==> src/rtl/rtc_pkg.sv <==
package rtc_pkg;
  localparam int unsigned ADDR_W = 3;
  localparam int unsigned DATA_W = 8;

  localparam int unsigned CTRL_LOAD_BIT = 7;
  localparam int unsigned CTRL_SNAP_BIT = 6;
  localparam int unsigned SEC_STOP_BIT  = 7;

  typedef enum logic [ADDR_W-1:0] {
    REG_CTRL  = 3'd0,
    REG_SEC   = 3'd1,
    REG_MIN   = 3'd2,
    REG_HOUR  = 3'd3,
    REG_DAY   = 3'd4,
    REG_DATE  = 3'd5,
    REG_MONTH = 3'd6,
    REG_YEAR  = 3'd7
  } reg_sel_e;

  typedef struct packed {
    logic [6:0] sec;
    logic [6:0] min;
    logic [5:0] hour;
    logic [2:0] day;
    logic [5:0] date;
    logic [4:0] month;
    logic [7:0] year;
  } rtc_time_t;

  localparam rtc_time_t TIME_RESET = '{
    sec: 7'h00, min: 7'h00, hour: 6'h00, day: 3'd1,
    date: 6'h01, month: 5'h01, year: 8'h00
  };

  function automatic logic [6:0] bcd_to_bin(input logic [7:0] v);
    return 7'(v[7:4]) * 7'd10 + 7'(v[3:0]);
  endfunction

  function automatic logic [5:0] month_last_date(input logic [4:0] month,
                                                 input logic [7:0] year);
    logic [6:0] yb;
    yb = bcd_to_bin(year);
    case (month)
      5'h02:                      return (yb[1:0] == 2'b00) ? 6'h29 : 6'h28;
      5'h04, 5'h06, 5'h09, 5'h11: return 6'h30;
      default:                    return 6'h31;
    endcase
  endfunction

  // {carry, next}; anything at or past 'last' wraps to 'first'
  function automatic logic [8:0] bcd_next(input logic [7:0] v,
                                          input logic [7:0] last,
                                          input logic [7:0] first);
    if (v >= last)            return {1'b1, first};
    else if (v[3:0] >= 4'h9)  return {1'b0, v[7:4] + 4'h1, 4'h0};
    else                      return {1'b0, v[7:4], v[3:0] + 4'h1};
  endfunction
endpackage

==> src/rtl/rtc_prescaler.sv <==
module rtc_prescaler #(
  parameter int unsigned DIV = 32768
) (
  input  logic clk_i,
  input  logic rst_ni,
  input  logic osc_en_i,
  input  logic run_i,
  input  logic clear_i,
  output logic tick_o
);
  localparam int unsigned CNT_W = (DIV > 1) ? $clog2(DIV) : 1;
  localparam logic [CNT_W-1:0] CNT_LAST = CNT_W'(DIV - 1);

  logic [CNT_W-1:0] cnt_q;

  assign tick_o = run_i & osc_en_i & (cnt_q == CNT_LAST);

  always_ff @(posedge clk_i or negedge rst_ni) begin
    if (!rst_ni)                cnt_q <= '0;
    else if (clear_i)           cnt_q <= '0;
    else if (run_i && osc_en_i) cnt_q <= tick_o ? '0 : cnt_q + 1'b1;
  end
endmodule

==> src/rtl/rtc_time_chain.sv <==
module rtc_time_chain
  import rtc_pkg::*;
(
  input  logic      clk_i,
  input  logic      rst_ni,
  input  logic      tick_i,
  input  logic      load_i,
  input  rtc_time_t load_val_i,
  output rtc_time_t time_o
);
  rtc_time_t  time_q, time_d;
  logic [8:0] sec_n, min_n, hour_n, date_n, month_n, year_n;
  logic       unused_bits;

  assign unused_bits = ^{sec_n[7], min_n[7], hour_n[7:6], date_n[7:6], month_n[7:5]};

  always_comb begin
    sec_n   = bcd_next({1'b0, time_q.sec}, 8'h59, 8'h00);
    min_n   = bcd_next({1'b0, time_q.min}, 8'h59, 8'h00);
    hour_n  = bcd_next({2'b0, time_q.hour}, 8'h23, 8'h00);
    date_n  = bcd_next({2'b0, time_q.date},
                       {2'b0, month_last_date(time_q.month, time_q.year)}, 8'h01);
    month_n = bcd_next({3'b0, time_q.month}, 8'h12, 8'h01);
    year_n  = bcd_next(time_q.year, 8'h99, 8'h00);

    time_d = time_q;
    if (load_i) begin
      time_d = load_val_i;
    end else if (tick_i) begin
      time_d.sec = sec_n[6:0];
      if (sec_n[8]) begin
        time_d.min = min_n[6:0];
        if (min_n[8]) begin
          time_d.hour = hour_n[5:0];
          if (hour_n[8]) begin
            time_d.day  = (time_q.day >= 3'd7) ? 3'd1 : time_q.day + 3'd1;
            time_d.date = date_n[5:0];
            if (date_n[8]) begin
              time_d.month = month_n[4:0];
              if (month_n[8]) time_d.year = year_n[7:0];
            end
          end
        end
      end
    end
  end

  always_ff @(posedge clk_i or negedge rst_ni) begin
    if (!rst_ni) time_q <= TIME_RESET;
    else         time_q <= time_d;
  end

  assign time_o = time_q;


  sec_wrap_chk: assert property (@(posedge clk_i) disable iff (!rst_ni)
    (tick_i && !load_i && time_q.sec == 7'h59) |=> (time_q.sec == 7'h00));


  min_hold_chk: assert property (@(posedge clk_i) disable iff (!rst_ni)
    (tick_i && !load_i && time_q.sec < 7'h59) |=> $stable(time_q.min));
endmodule

==> src/rtl/rtc_reg_bank.sv <==
module rtc_reg_bank
  import rtc_pkg::*;
(
  input  logic              clk_i,
  input  logic              rst_ni,
  input  logic              wr_i,
  input  logic [ADDR_W-1:0] addr_i,
  input  logic [DATA_W-1:0] wdata_i,
  input  rtc_time_t         live_i,
  output rtc_time_t         hold_o,
  output logic              stop_o,
  output logic              commit_o,
  output logic [DATA_W-1:0] rdata_o
);
  reg_sel_e  sel;
  logic      load_q, snap_q, stop_q;
  logic      ctrl_wr, time_wr, freeze;
  rtc_time_t hold_q;

  assign sel      = reg_sel_e'(addr_i);
  assign ctrl_wr  = wr_i && (sel == REG_CTRL);
  assign time_wr  = wr_i && (sel != REG_CTRL);
  assign freeze   = load_q | snap_q;
  assign commit_o = ctrl_wr & load_q & ~wdata_i[CTRL_LOAD_BIT];

  always_ff @(posedge clk_i or negedge rst_ni) begin
    if (!rst_ni) begin
      load_q <= 1'b0;
      snap_q <= 1'b0;
    end else if (ctrl_wr) begin
      load_q <= wdata_i[CTRL_LOAD_BIT];
      snap_q <= wdata_i[CTRL_SNAP_BIT];
    end
  end

  // stop flag takes every seconds write, halt bits or not
  always_ff @(posedge clk_i or negedge rst_ni) begin
    if (!rst_ni)                       stop_q <= 1'b0;
    else if (wr_i && sel == REG_SEC)   stop_q <= wdata_i[SEC_STOP_BIT];
  end

  always_ff @(posedge clk_i or negedge rst_ni) begin
    if (!rst_ni) begin
      hold_q <= TIME_RESET;
    end else if (!freeze) begin
      hold_q <= live_i;
    end else if (time_wr && load_q) begin
      case (sel)
        REG_SEC:   hold_q.sec   <= wdata_i[6:0];
        REG_MIN:   hold_q.min   <= wdata_i[6:0];
        REG_HOUR:  hold_q.hour  <= wdata_i[5:0];
        REG_DAY:   hold_q.day   <= wdata_i[2:0];
        REG_DATE:  hold_q.date  <= wdata_i[5:0];
        REG_MONTH: hold_q.month <= wdata_i[4:0];
        REG_YEAR:  hold_q.year  <= wdata_i;
        default:   ;
      endcase
    end
  end

  always_comb begin
    case (sel)
      REG_CTRL:  rdata_o = {load_q, snap_q, 6'b0};
      REG_SEC:   rdata_o = {stop_q, hold_q.sec};
      REG_MIN:   rdata_o = {1'b0, hold_q.min};
      REG_HOUR:  rdata_o = {2'b0, hold_q.hour};
      REG_DAY:   rdata_o = {5'b0, hold_q.day};
      REG_DATE:  rdata_o = {2'b0, hold_q.date};
      REG_MONTH: rdata_o = {3'b0, hold_q.month};
      REG_YEAR:  rdata_o = hold_q.year;
      default:   rdata_o = '0;
    endcase
  end

  assign hold_o = hold_q;
  assign stop_o = stop_q;


  frozen_view_chk: assert property (@(posedge clk_i) disable iff (!rst_ni)
    (freeze && !time_wr) |=> $stable(hold_q));


  open_write_ignored_chk: assert property (@(posedge clk_i) disable iff (!rst_ni)
    (time_wr && !freeze) |=> (hold_q == $past(live_i)));
endmodule

==> src/rtl/rtc_core.sv <==
module rtc_core
  import rtc_pkg::*;
#(
  parameter int unsigned PRESCALE_DIV = 32768
) (
  input  logic              clk_i,
  input  logic              rst_ni,
  input  logic              osc_en_i,
  input  logic              wr_i,
  input  logic [ADDR_W-1:0] addr_i,
  input  logic [DATA_W-1:0] wdata_i,
  output logic [DATA_W-1:0] rdata_o
);
  rtc_time_t live, hold;
  logic      stop, commit, sec_tick;

  rtc_reg_bank i_reg_bank (
    .clk_i    (clk_i),
    .rst_ni   (rst_ni),
    .wr_i     (wr_i),
    .addr_i   (addr_i),
    .wdata_i  (wdata_i),
    .live_i   (live),
    .hold_o   (hold),
    .stop_o   (stop),
    .commit_o (commit),
    .rdata_o  (rdata_o)
  );

  rtc_prescaler #(.DIV(PRESCALE_DIV)) i_prescaler (
    .clk_i    (clk_i),
    .rst_ni   (rst_ni),
    .osc_en_i (osc_en_i),
    .run_i    (~stop),
    .clear_i  (commit),
    .tick_o   (sec_tick)
  );

  rtc_time_chain i_time_chain (
    .clk_i      (clk_i),
    .rst_ni     (rst_ni),
    .tick_i     (sec_tick),
    .load_i     (commit),
    .load_val_i (hold),
    .time_o     (live)
  );


  commit_load_chk: assert property (@(posedge clk_i) disable iff (!rst_ni)
    commit |=> (live == $past(hold)));


  stopped_hold_chk: assert property (@(posedge clk_i) disable iff (!rst_ni)
    (stop && !commit) |=> $stable(live));
endmodule

==> config.mk <==
export PLATFORM = sky130hd
export DESIGN_NAME = rtc_core
export DESIGN_NICKNAME = d
export VERILOG_FILES = /design/src/rtl/rtc_pkg.sv /design/src/rtl/rtc_prescaler.sv /design/src/rtl/rtc_time_chain.sv /design/src/rtl/rtc_reg_bank.sv /design/src/rtl/rtc_core.sv
export SDC_FILE = /design/constraint.sdc
export NUM_CORES = 1
export LEC_CHECK = 0
export BUFFER_PORTS_ARGS = -buffer_cell sky130_fd_sc_hd__buf_4
export CORE_MARGIN = 2
export CORE_UTILIZATION = 62
export DETAILED_ROUTE_END_ITERATION = 10
export GPL_TIMING_DRIVEN = 1
export MAX_ROUTING_LAYER = met4
export PLACE_DENSITY = 0.8
export SLEW_MARGIN = 20
export SYNTH_ARGS = -nofsm -noshare
export SYNTH_HDL_FRONTEND = slang
export SYNTH_HIERARCHICAL = 1
export SYNTH_SLANG_ARGS = --single-unit
==> constraint.sdc <==
create_clock -name clk_i -period 3.7 [get_ports clk_i]
set_input_delay 0.37 -clock clk_i [delete_from_list [all_inputs] [get_ports clk_i]]
set_output_delay 0.37 -clock clk_i [all_outputs]
set_load 0.05 [all_outputs]
# Yosys cells after proc, flatten, opt, wreduce, memory -nomap -nowiden
# Index checks and enable logic that the tools add are counted.
[classes]
addsub = 15
reduce_logical = 40
mux = 35
n_eq_ne = 21
mul = 1
n_bitwise = 7
order_cmp = 13
[ops]
columns = ["op", "n"]
rows = [
  ["2-to-1 mux 42 bit", 4],
  ["2-to-1 mux 8 bit", 9],
  ["one-hot mux 8 bit (8 select lines)", 1],
  ["2-to-1 mux 15 bit", 3],
  ["2-to-1 mux 9 bit", 5],
  ["2-to-1 mux 35 bit", 1],
  ["adder 4 x 1 -> 4 bit, second input constant", 7],
  ["2-to-1 mux 28 bit", 1],
  [">= comparator 4 bit, second input constant", 6],
  ["2-to-1 mux 22 bit", 1],
  ["nonzero test 3 bit", 7],
  ["AND reduction 2 bit", 9],
  ["!= test 2 bit, second input constant", 8],
  ["adder 15 x 1 -> 15 bit, second input constant", 1],
  ["== test 15 bit, second input constant", 1],
  [">= comparator 7 bit, second input constant", 2],
  ["2-to-1 mux 7 bit", 2],
  ["nonzero test 2 bit", 7],
  ["2-to-1 mux 13 bit", 1],
  ["== test 3 bit, second input constant", 4],
  ["2-to-1 mux 6 bit", 2],
  ["one-hot mux 6 bit (2 select lines)", 1],
  ["AND reduction 6 bit", 2],
  ["== test 5 x 3 -> 1 bit, second input constant", 2],
  ["other kinds (30)", 45],
]
[word_totals]
elab_cells = 156
input_bits = 15
reg_bits = 102
out_inout_bits = 8

# Logic depth before layout (Yosys ltp)
# Gate-level depths: netlist of run 1.
[depth]
depth_word = 13
depth_mapped = 12
mapped_depth_nobuf = 11

# Cells and area by module
# The synthesis of run 1 kept the hierarchy.
[modules_own_cells]
columns = ["module", "instances", "cells_per_inst", "seq_area_each_um2", "area_each_um2"]
rows = [
  ["rtc_time_chain", 1, 340, 1054.8, 3046.7],
  ["rtc_reg_bank", 1, 303, 1129.8, 2776.4],
  ["rtc_prescaler", 1, 82, 375.4, 823.3],
  ["rtc_core", 1, 1, 0.0, 3.8],
]

# Worst setup path before layout of run 1
# OpenSTA, ideal clock, no wires.
[synth_path]
path_type = "input -> register"
start = "input port addr_i[2]"
end = "register i_time_chain.time_q (netlist bit i_time_chain/time_o[4])"
stages = 10
t_arrival_ns = 2.840
path_buffers = 3
required_ns = 3.575
slack_ns = 0.735
setup_ns = 0.125
path_cell_list = "buf_6 > or2_2 > buf_6 > nor3_1 > clkbuf_8 > nor3_1 > nor2_1 > nand2_2 > nor4_2 > mux2_4"
[synth_between]
elab_chain_len = 6
word_cells_on_any_way = 13
cone_classes = "mux (1); bitwise (2); reduce/logical (10)"
[synth_lines]
columns = ["element", "line_no", "text"]
rows = [
  ["start: declaration", "rtc_core.sv:10", "input logic [ADDR_W-1:0] addr_i,"],
  ["logical NOT 3 bit (*)", "rtc_reg_bank.sv:21", "assign ctrl_wr = wr_i && (sel == REG_CTRL);"],
  ["logical AND 1 bit (*)", "rtc_reg_bank.sv:21", ""],
  ["AND 1 bit (*) (2 in series)", "rtc_reg_bank.sv:24", "assign commit_o = ctrl_wr & load_q & ~wdata_i[CTRL_LOAD_BIT];"],
  ["via commit", "rtc_core.sv:15", "logic stop, commit, sec_tick;"],
  ["nonzero test 3 bit (no line) or nonzero test 2 bit (tied branches)", "--", ""],
  ["AND reduction 7 bit (no line)", "--", ""],
  ["end signal: assignment", "rtc_time_chain.sv:50", "else time_q <= time_d;"],
  ["end: declaration", "rtc_time_chain.sv:11", "rtc_time_t time_q, time_d;"],
]
# The timed path passes the listed nets; every way through them passes the cells marked *.
# A chain may end at the register's enable or synchronous reset.

# Final worst setup path of run 1
[layout_path]
start = "register i_time_chain.time_q (netlist bit i_time_chain/time_o[8])"
end = "register i_time_chain.time_q (netlist bit i_time_chain/time_o[4])"
[layout_between]
elab_chain_len = 7
word_cells_on_any_way = 14
cone_classes = "order compare (2); eq/ne (5); mux (3); reduce/logical (4)"
[layout_lines]
columns = ["element", "line_no", "text"]
rows = [
  ["== test 5 x 3 -> 1 bit (tied with other cells)", "rtc_pkg.sv:43", "case (month)"],
  ["OR reduction 4 bit", "rtc_pkg.sv:43", ""],
  ["one-hot mux 6 bit (2 select lines)", "rtc_pkg.sv:43", ""],
  [">= comparator 6 bit", "rtc_pkg.sv:54", "if (v >= last) return {1'b1, first};"],
  ["2-to-1 mux 9 bit", "rtc_pkg.sv:54", ""],
  ["nonzero test 2 bit (no line)", "--", ""],
  ["AND reduction 7 bit (no line) (*)", "--", ""],
]
# Mark *: on every way between the ends. The rest lies on a longest branch, timed or not.

==> qor.yml, run 1 <==
status:
  outcome: "completed"
sta:
  finalMaxSlewViolations: 0
  fmax_ghz: 0.298
  period_needed_ps: 3350
  setup_viol_count_final: 0
  rsz0062_at_grt: "no"
  finalSetupTns_ps: 0
  hold_violations: 0
  skew_ps: 9.84
  maxSlewHeadroom_pct: 40.4
  tightest_slew_ps: 893
  fin_crit_sh_pct: 90.6
grt:
  overflow: 0
  track_usage_pct: 33.4
  grt_pass1_vias: 5643
  grt_max_degree: 67
  antenna_found_initial: 0
  grt_pass1_wl_um: 29200
worst_setup_path:
  critPathMaxStageDelay_ps: 600
  r2r_start: "i_time_chain/time_o[8]$_DFFE_PN1P_"
  r2r_cells: 11
  critPathLaunchType: "flip-flop"
  worstPathArrival_ps: 3640
  regToRegEndpoint: "i_time_chain/time_o[4]$_DFFE_PN0P_"
  reg2reg_slack_ps: 350
  worst-setup-path-type: "flip-flop to flip-flop"
  critPathLaunch: "i_time_chain/time_o[8]$_DFFE_PN1P_"
  critPathSlowestCell: "dfstp_2"
  crit_path_max_fanout: 15
  required_ps: 3990
  critPathCaptureType: "flip-flop"
  crit_path_cell_trace: "inv_1 > ha_1 > and3_1 > inv_1 > o32ai_1 > ha_1 > or4b_4 > a2111o_1 > nand2_2 > nor4_2 > mux2_4"
  crit_end: "i_time_chain/time_o[4]$_DFFE_PN0P_"
clocking:
  cts-buffers-inserted: 9
  clock_latency_ps: 390
  cts_tree: "yes"
  ctsHoldBuffers: 0
  cts_htree_levels: 3
  post-cts-setup-buffers: 0
  cts_root_buf: "clkbuf_8"
  clkTransAtPathRegs_ps: 100
  cts_resized: 0
  clockBufferDepth: 2
  clock_sinks: 102
detailed_routing:
  dr_wl_met3_um: 1390
  drt_iter0_markers: 542
  routed_via_density: 6.82
  finalWirelength_um: 18000
  wl_met1_um: 7460
  drc: 0
  wl_per_cell_um: 20.6
  highest_layer: "met4"
  drt_pass1_iterations: 5
  vias: 5946
  wl_met2_um: 8600
  drtAntennaViolNets: 0
logic_synthesis:
  ys_warn_count: 6
  ys_types: 86
  syn-num-nets: 774
  synthesis.area_um2: 6650
  synthTopCellsByArea: "dfrtp_1 36%, ha_1 6.2%, o21ai_0 5.0%, a21oi_1 4.4%, nor2_1 4.0%"
  netlist.area_leader.share_pct: 36.1
  async_flop_share_pct: 100
  synth_cells: 726
  ys_seq_area_share_pct: 38.5
  yosysMostFrequentCell: "dfrtp_1"
  syn_avg_cell_area_um2: 9.16
  ys.flop_type: "dfrtp_1"
  yosysTopAreaCell: "dfrtp_1"
  ys_ff_latch: 102
  synth_edf_count: 0
  yosys-top-cells-count: "96 x dfrtp_1, 71 x nor2_1, 66 x o21ai_0"
floorplanning:
  io_pins: 23
  die_w_um: 108
  core_um2: 10400
  rows: 37
  die_h_um: 108
  die_area_um2: 11600
  initial_core_util_pct: 64.1
power_and_ir_drop:
  p_sw_share_pct: 37.3
  p_comb_share_pct: 28.6
  seqPwrFrac_pct: 48.4
  power.total_mw: 3.44
  p_per_area_nw_per_um2: 488
  p_leak_nw: 3.03
  p_sw_mw: 1.28
  ir_worst_vdd_mv: 0.397
  p_int_mw: 2.16
  power_frac_clock_pct: 23.0
place:
  place.gp.congestion: 0.931
  dp_hpwl_um: 12400
  io_buffers: 22
cells_and_area:
  fin_nets: 779
  area_growth_pct: 6.04
  drive_gt1_share_pct: 14.8
  diodes: 0
min_path:
  min_path_type: "input pin to async pin"
run:
  maxCapViolations: 0
==> cell type report <==
cell class / count / area (um2)
clock inverter: 4 / 70.1
timing repair buffer: 36 / 283
tap: 136 / 170
clock buffer: 12 / 145
fill: 838 / 3320
multi-input combinational: 544 / 3680
inverter: 38 / 143
sequential: 102 / 2560
==> state kept, by name, summed over array words and instances (netlist names) <==
name and cells:
i_reg_bank/load_q 1, i_reg_bank/snap_q 1, i_reg_bank/stop_o 1, i_prescaler/cnt_q 15, i_time_chain/time_o 42, i_reg_bank/hold_o 42
==> routing by layer <==
layer | GRT usage [%] | up-vias
met5 | - | -
met4 | 11.6 | 0
met3 | 7.51 | 45
met2 | 52.0 | 292
met1 | 43.4 | 2896
li1 | - | 2713
==> kinds of logic after synthesis <==
kind of cell / Yosys count / share of synthesized area, %
compound gates: 251 / 24.3
buf+inv: 80 / 6.23
mux: 35 / 6.10
flops: 102 / 38.5
fa+ha+maj: 33 / 6.21
simple gates: 214 / 17.2
xor+xnor: 11 / 1.45
==> critical path: cells and delay by family (launching register included) <==
kind,cells,cell delay [ps]
flip-flops,1,600
multiplexers,1,330
AND/OR/NAND/NOR,4,1070
adder cells (fa/ha/maj),2,520
AO/OA/AOI/OAI,2,580
buffers and inverters,2,150
==> cell usage in the layout (no fill, tap or decap), drive strengths merged, types with 6 or more instances in the layout <==
master  synthesis  final
dfrtp          96     96
nor2           73     73
nand3b          8      8
a32oi           6      6
nand2          33     33
ha             33     33
a21oi          60     60
xor2            9      9
nor2b           6      6
a22o            8      8
and4            6      6
nand2b          6      6
a22oi           9      9
clkbuf         13     12
o21a            6      6
mux2           21     21
o22ai           6      6
mux2i          12     12
o31ai           8      8
a31oi          37     37
buf            29     36
o21ai          69     69
dfstp           6      6
inv            38     38
and3            6      6
nand3          17     17
nand4          16     16
nor3           16     16
==> power groups by stage <==
stage / logic, mW / clock network, mW / registers (mW)
2_1_floorplan: 0.764 / 0 / 1.54
3_3_place_gp: 0.930 / 0 / 1.66
3_5_place_dp: 0.969 / 0 / 1.67
4_1_cts: 0.975 / 0.808 / 1.65
5_1_grt: 1.08 / 0.851 / 1.69
6_report: 0.986 / 0.791 / 1.67
==> stage by stage <==
stage                     hold slack, ps  utilization [%]  setup WS, ps  area (um2)  cells
final                               81.1             68.0           349        7050    872
after global routing                 121             68.0           208        7050    872
after CTS                           98.5             68.0           376        7050    872
after detailed placement             498             65.9           379        6840    856
after global placement               490             65.9           492        6840    856
after floorplan                     74.4                -           735        6650    726
==> worst min path at each step <==
stage / from / slack (ps) / end / cells past startpoint
after global placement: i_reg_bank/hold_o[19]$_DFFE_PN1P_ / 490 / i_reg_bank/hold_o[19]$_DFFE_PN1P_ / 2
after CTS: rst_ni / 100 / i_time_chain/time_o[38]$_DFFE_PN0P_ / 1
after global routing: rst_ni / 120 / i_time_chain/time_o[38]$_DFFE_PN0P_ / 1
after detailed placement: i_reg_bank/hold_o[19]$_DFFE_PN1P_ / 500 / i_reg_bank/hold_o[19]$_DFFE_PN1P_ / 2
after floorplan: rst_ni / 70 / i_prescaler/cnt_q[0]$_DFFE_PN0P_ / 0
final: rst_ni / 80 / i_time_chain/time_o[38]$_DFFE_PN0P_ / 1
Power figures use the tool's default switching activity.
==> run 2: changes to the inputs <==
--- a/config.mk
+++ b/config.mk
@@ -8,6 +8,7 @@
 export BUFFER_PORTS_ARGS = -buffer_cell sky130_fd_sc_hd__buf_4
 export CORE_MARGIN = 2
 export CORE_UTILIZATION = 62
+export CTS_BUF_LIST = sky130_fd_sc_hd__clkbuf_8
 export DETAILED_ROUTE_END_ITERATION = 10
 export GPL_TIMING_DRIVEN = 1
 export MAX_ROUTING_LAYER = met4
==> qor.yml, run 2 (synthesis results as in run 1) <==
clocking:
  cts-buffers-inserted: 9  # unchanged
  cts_tree: "yes"  # unchanged
  clock_sinks: 102  # unchanged
  post-cts-setup-buffers: 0  # unchanged
  cts_resized: 0  # unchanged
  clock_latency_ps: 390  # about the same
  cts_htree_levels: 3  # unchanged
  cts_root_buf: "clkbuf_8"  # unchanged
  ctsHoldBuffers: 0  # unchanged
  clockBufferDepth: 2  # unchanged
  clkTransAtPathRegs_ps: 100  # about the same
worst_setup_path:
  critPathLaunchType: "flip-flop"  # unchanged
  worstPathArrival_ps: 3640  # about the same
  required_ps: 3990  # about the same
  worst-setup-path-type: "flip-flop to flip-flop"  # unchanged
  critPathCaptureType: "flip-flop"  # unchanged
  crit_path_max_fanout: 15  # unchanged
grt:
  antenna_found_initial: 0  # unchanged
  grt_max_degree: 67  # unchanged
  grt.met1_usage_pct: 43.4  # about the same
  grt_pass1_vias: 5639  # was 5643
  overflow: 0  # unchanged
  track_usage_pct: 33.4  # about the same
  use_met2_pct: 51.9  # was 52.0%
  grt_pass1_wl_um: 29100  # was 29200 um
  busiest_layer: "met2"  # unchanged
  grt_use_met3_pct: 7.51  # unchanged
cells_and_area:
  fin_area_um2: 7050  # unchanged
  final_cell_mix: "96 x dfrtp_1, 71 x nor2_1, 66 x o21ai_0"  # unchanged
  drive_gt1_share_pct: 14.8  # unchanged
  area_growth_pct: 6.04  # unchanged
  utilization_pct: 68.0  # unchanged
  fin_nets: 779  # unchanged
  final_common_cell: "dfrtp_1"  # unchanged
  diodes: 0  # unchanged
sta:
  tightest_slew_ps: 925  # was 893 ps
  setup_viol_count_final: 0  # unchanged
  skew_ps: 10.1  # was 9.84 ps
  rsz0062_at_grt: "no"  # unchanged
  fmax_ghz: 0.298  # about the same
  maxSlewHeadroom_pct: 38.4  # was 40.4%
  finalSetupTns_ps: 0  # unchanged
  finalMaxSlewViolations: 0  # unchanged
  period_needed_ps: 3350  # about the same
  hold_violations: 0  # unchanged
  fin_crit_sh_pct: 90.6  # about the same
detailed_routing:
  wl_per_cell_um: 20.6  # about the same
  drt_pass1_iterations: 5  # unchanged
  drc: 0  # unchanged
  finalWirelength_um: 17900  # was 18000 um
  drtAntennaViolNets: 0  # unchanged
  routed_via_density: 6.90  # was 6.82
  vias: 6015  # was 5946
  drt_iter0_markers: 563  # was 542
place:
  dp_hpwl_um: 12400  # unchanged
  place.gp.congestion: 0.931  # unchanged
  place_area_um2: 6840  # unchanged
  io_buffers: 22  # unchanged
min_path:
  min_path_type: "input pin to async pin"  # unchanged
floorplanning:
  die_w_um: 108  # unchanged
  initial_core_util_pct: 64.1  # unchanged
  io_pins: 23  # unchanged
  die_h_um: 108  # unchanged
  die_area_um2: 11600  # unchanged
  rows: 37  # unchanged
  core_um2: 10400  # unchanged
power_and_ir_drop:
  p_per_area_nw_per_um2: 487  # was 488 nW/um2
  p_leak_nw: 3.04  # was 3.03 nW
  ir_worst_vdd_mv: 0.396  # was 0.397 mV
run:
  maxCapViolations: 0  # unchanged
status:
  outcome: "completed"  # unchanged
## run 2: cell count changes in the layout (fill, tap and decap cells not counted), sizes merged
cell / change
clkbuf: -2
inv: +2
## run 2: final timing paths
kind	startpoint	slack, ps	endpoint	depth (start not counted)
worst min register to register	i_reg_bank/hold_o[19]$_DFFE_PN1P_	510	i_reg_bank/hold_o[19]$_DFFE_PN1P_	2
min in group clk_i	wdata_i[7]	280	i_reg_bank/stop_o$_DFFE_PN0P_	2
max in group asynchronous	rst_ni	2740	i_time_chain/time_o[19]$_DFFE_PN1P_	2
worst max-delay path	i_time_chain/time_o[8]$_DFFE_PN1P_	350	i_time_chain/time_o[4]$_DFFE_PN0P_	11
worst min-delay path	rst_ni	80	i_time_chain/time_o[38]$_DFFE_PN0P_	1
worst max register to register	i_time_chain/time_o[8]$_DFFE_PN1P_	350	i_time_chain/time_o[4]$_DFFE_PN0P_	11
## run 2: metal layers
metal  share of wire, %  up-vias
li1                   -     2714
met1                 40     2931
met2                 48      313
met3                9.0       57
met4                3.4        0
met5                  0        -
## run 2: final cells by class
class                           instances  area, um2
Multi-Input combinational cell        544       3680
Fill cell                             838       3320
Sequential cell                       102       2560
Timing Repair Buffer                   36        283
Tap cell                              136        170
Inverter                               38        143
Clock buffer                           10        138
Clock inverter                          6       77.6
## run 2: power breakdown
group          internal, mW  leakage, nW  switching (mW)  total [mW]
combinational         0.399         1.72           0.587       0.986
clock                 0.393        0.119           0.394       0.787
sequential             1.36         1.20           0.300        1.66
total                  2.15         3.04            1.28        3.43
## run 2: per-stage QoR
step	total power, mW	worst slack, ps	hold slack, ps	std cells
after floorplan	2.31	735	74.4	726
after global routing	3.62	208	120	872
after CTS	3.43	376	98.0	872
final	3.43	349	81.1	872
after detailed placement	2.64	379	498	856
after global placement	2.60	492	490	856
## run 2: critical path: stages (launching register included)
cell and delay (ps):
dfstp_2 600, inv_1 80, ha_1 230, and3_1 170
inv_1 70, o32ai_1 90, ha_1 290, or4b_4 490
a2111o_1 490, nand2_2 290, nor4_2 130, mux2_4 330
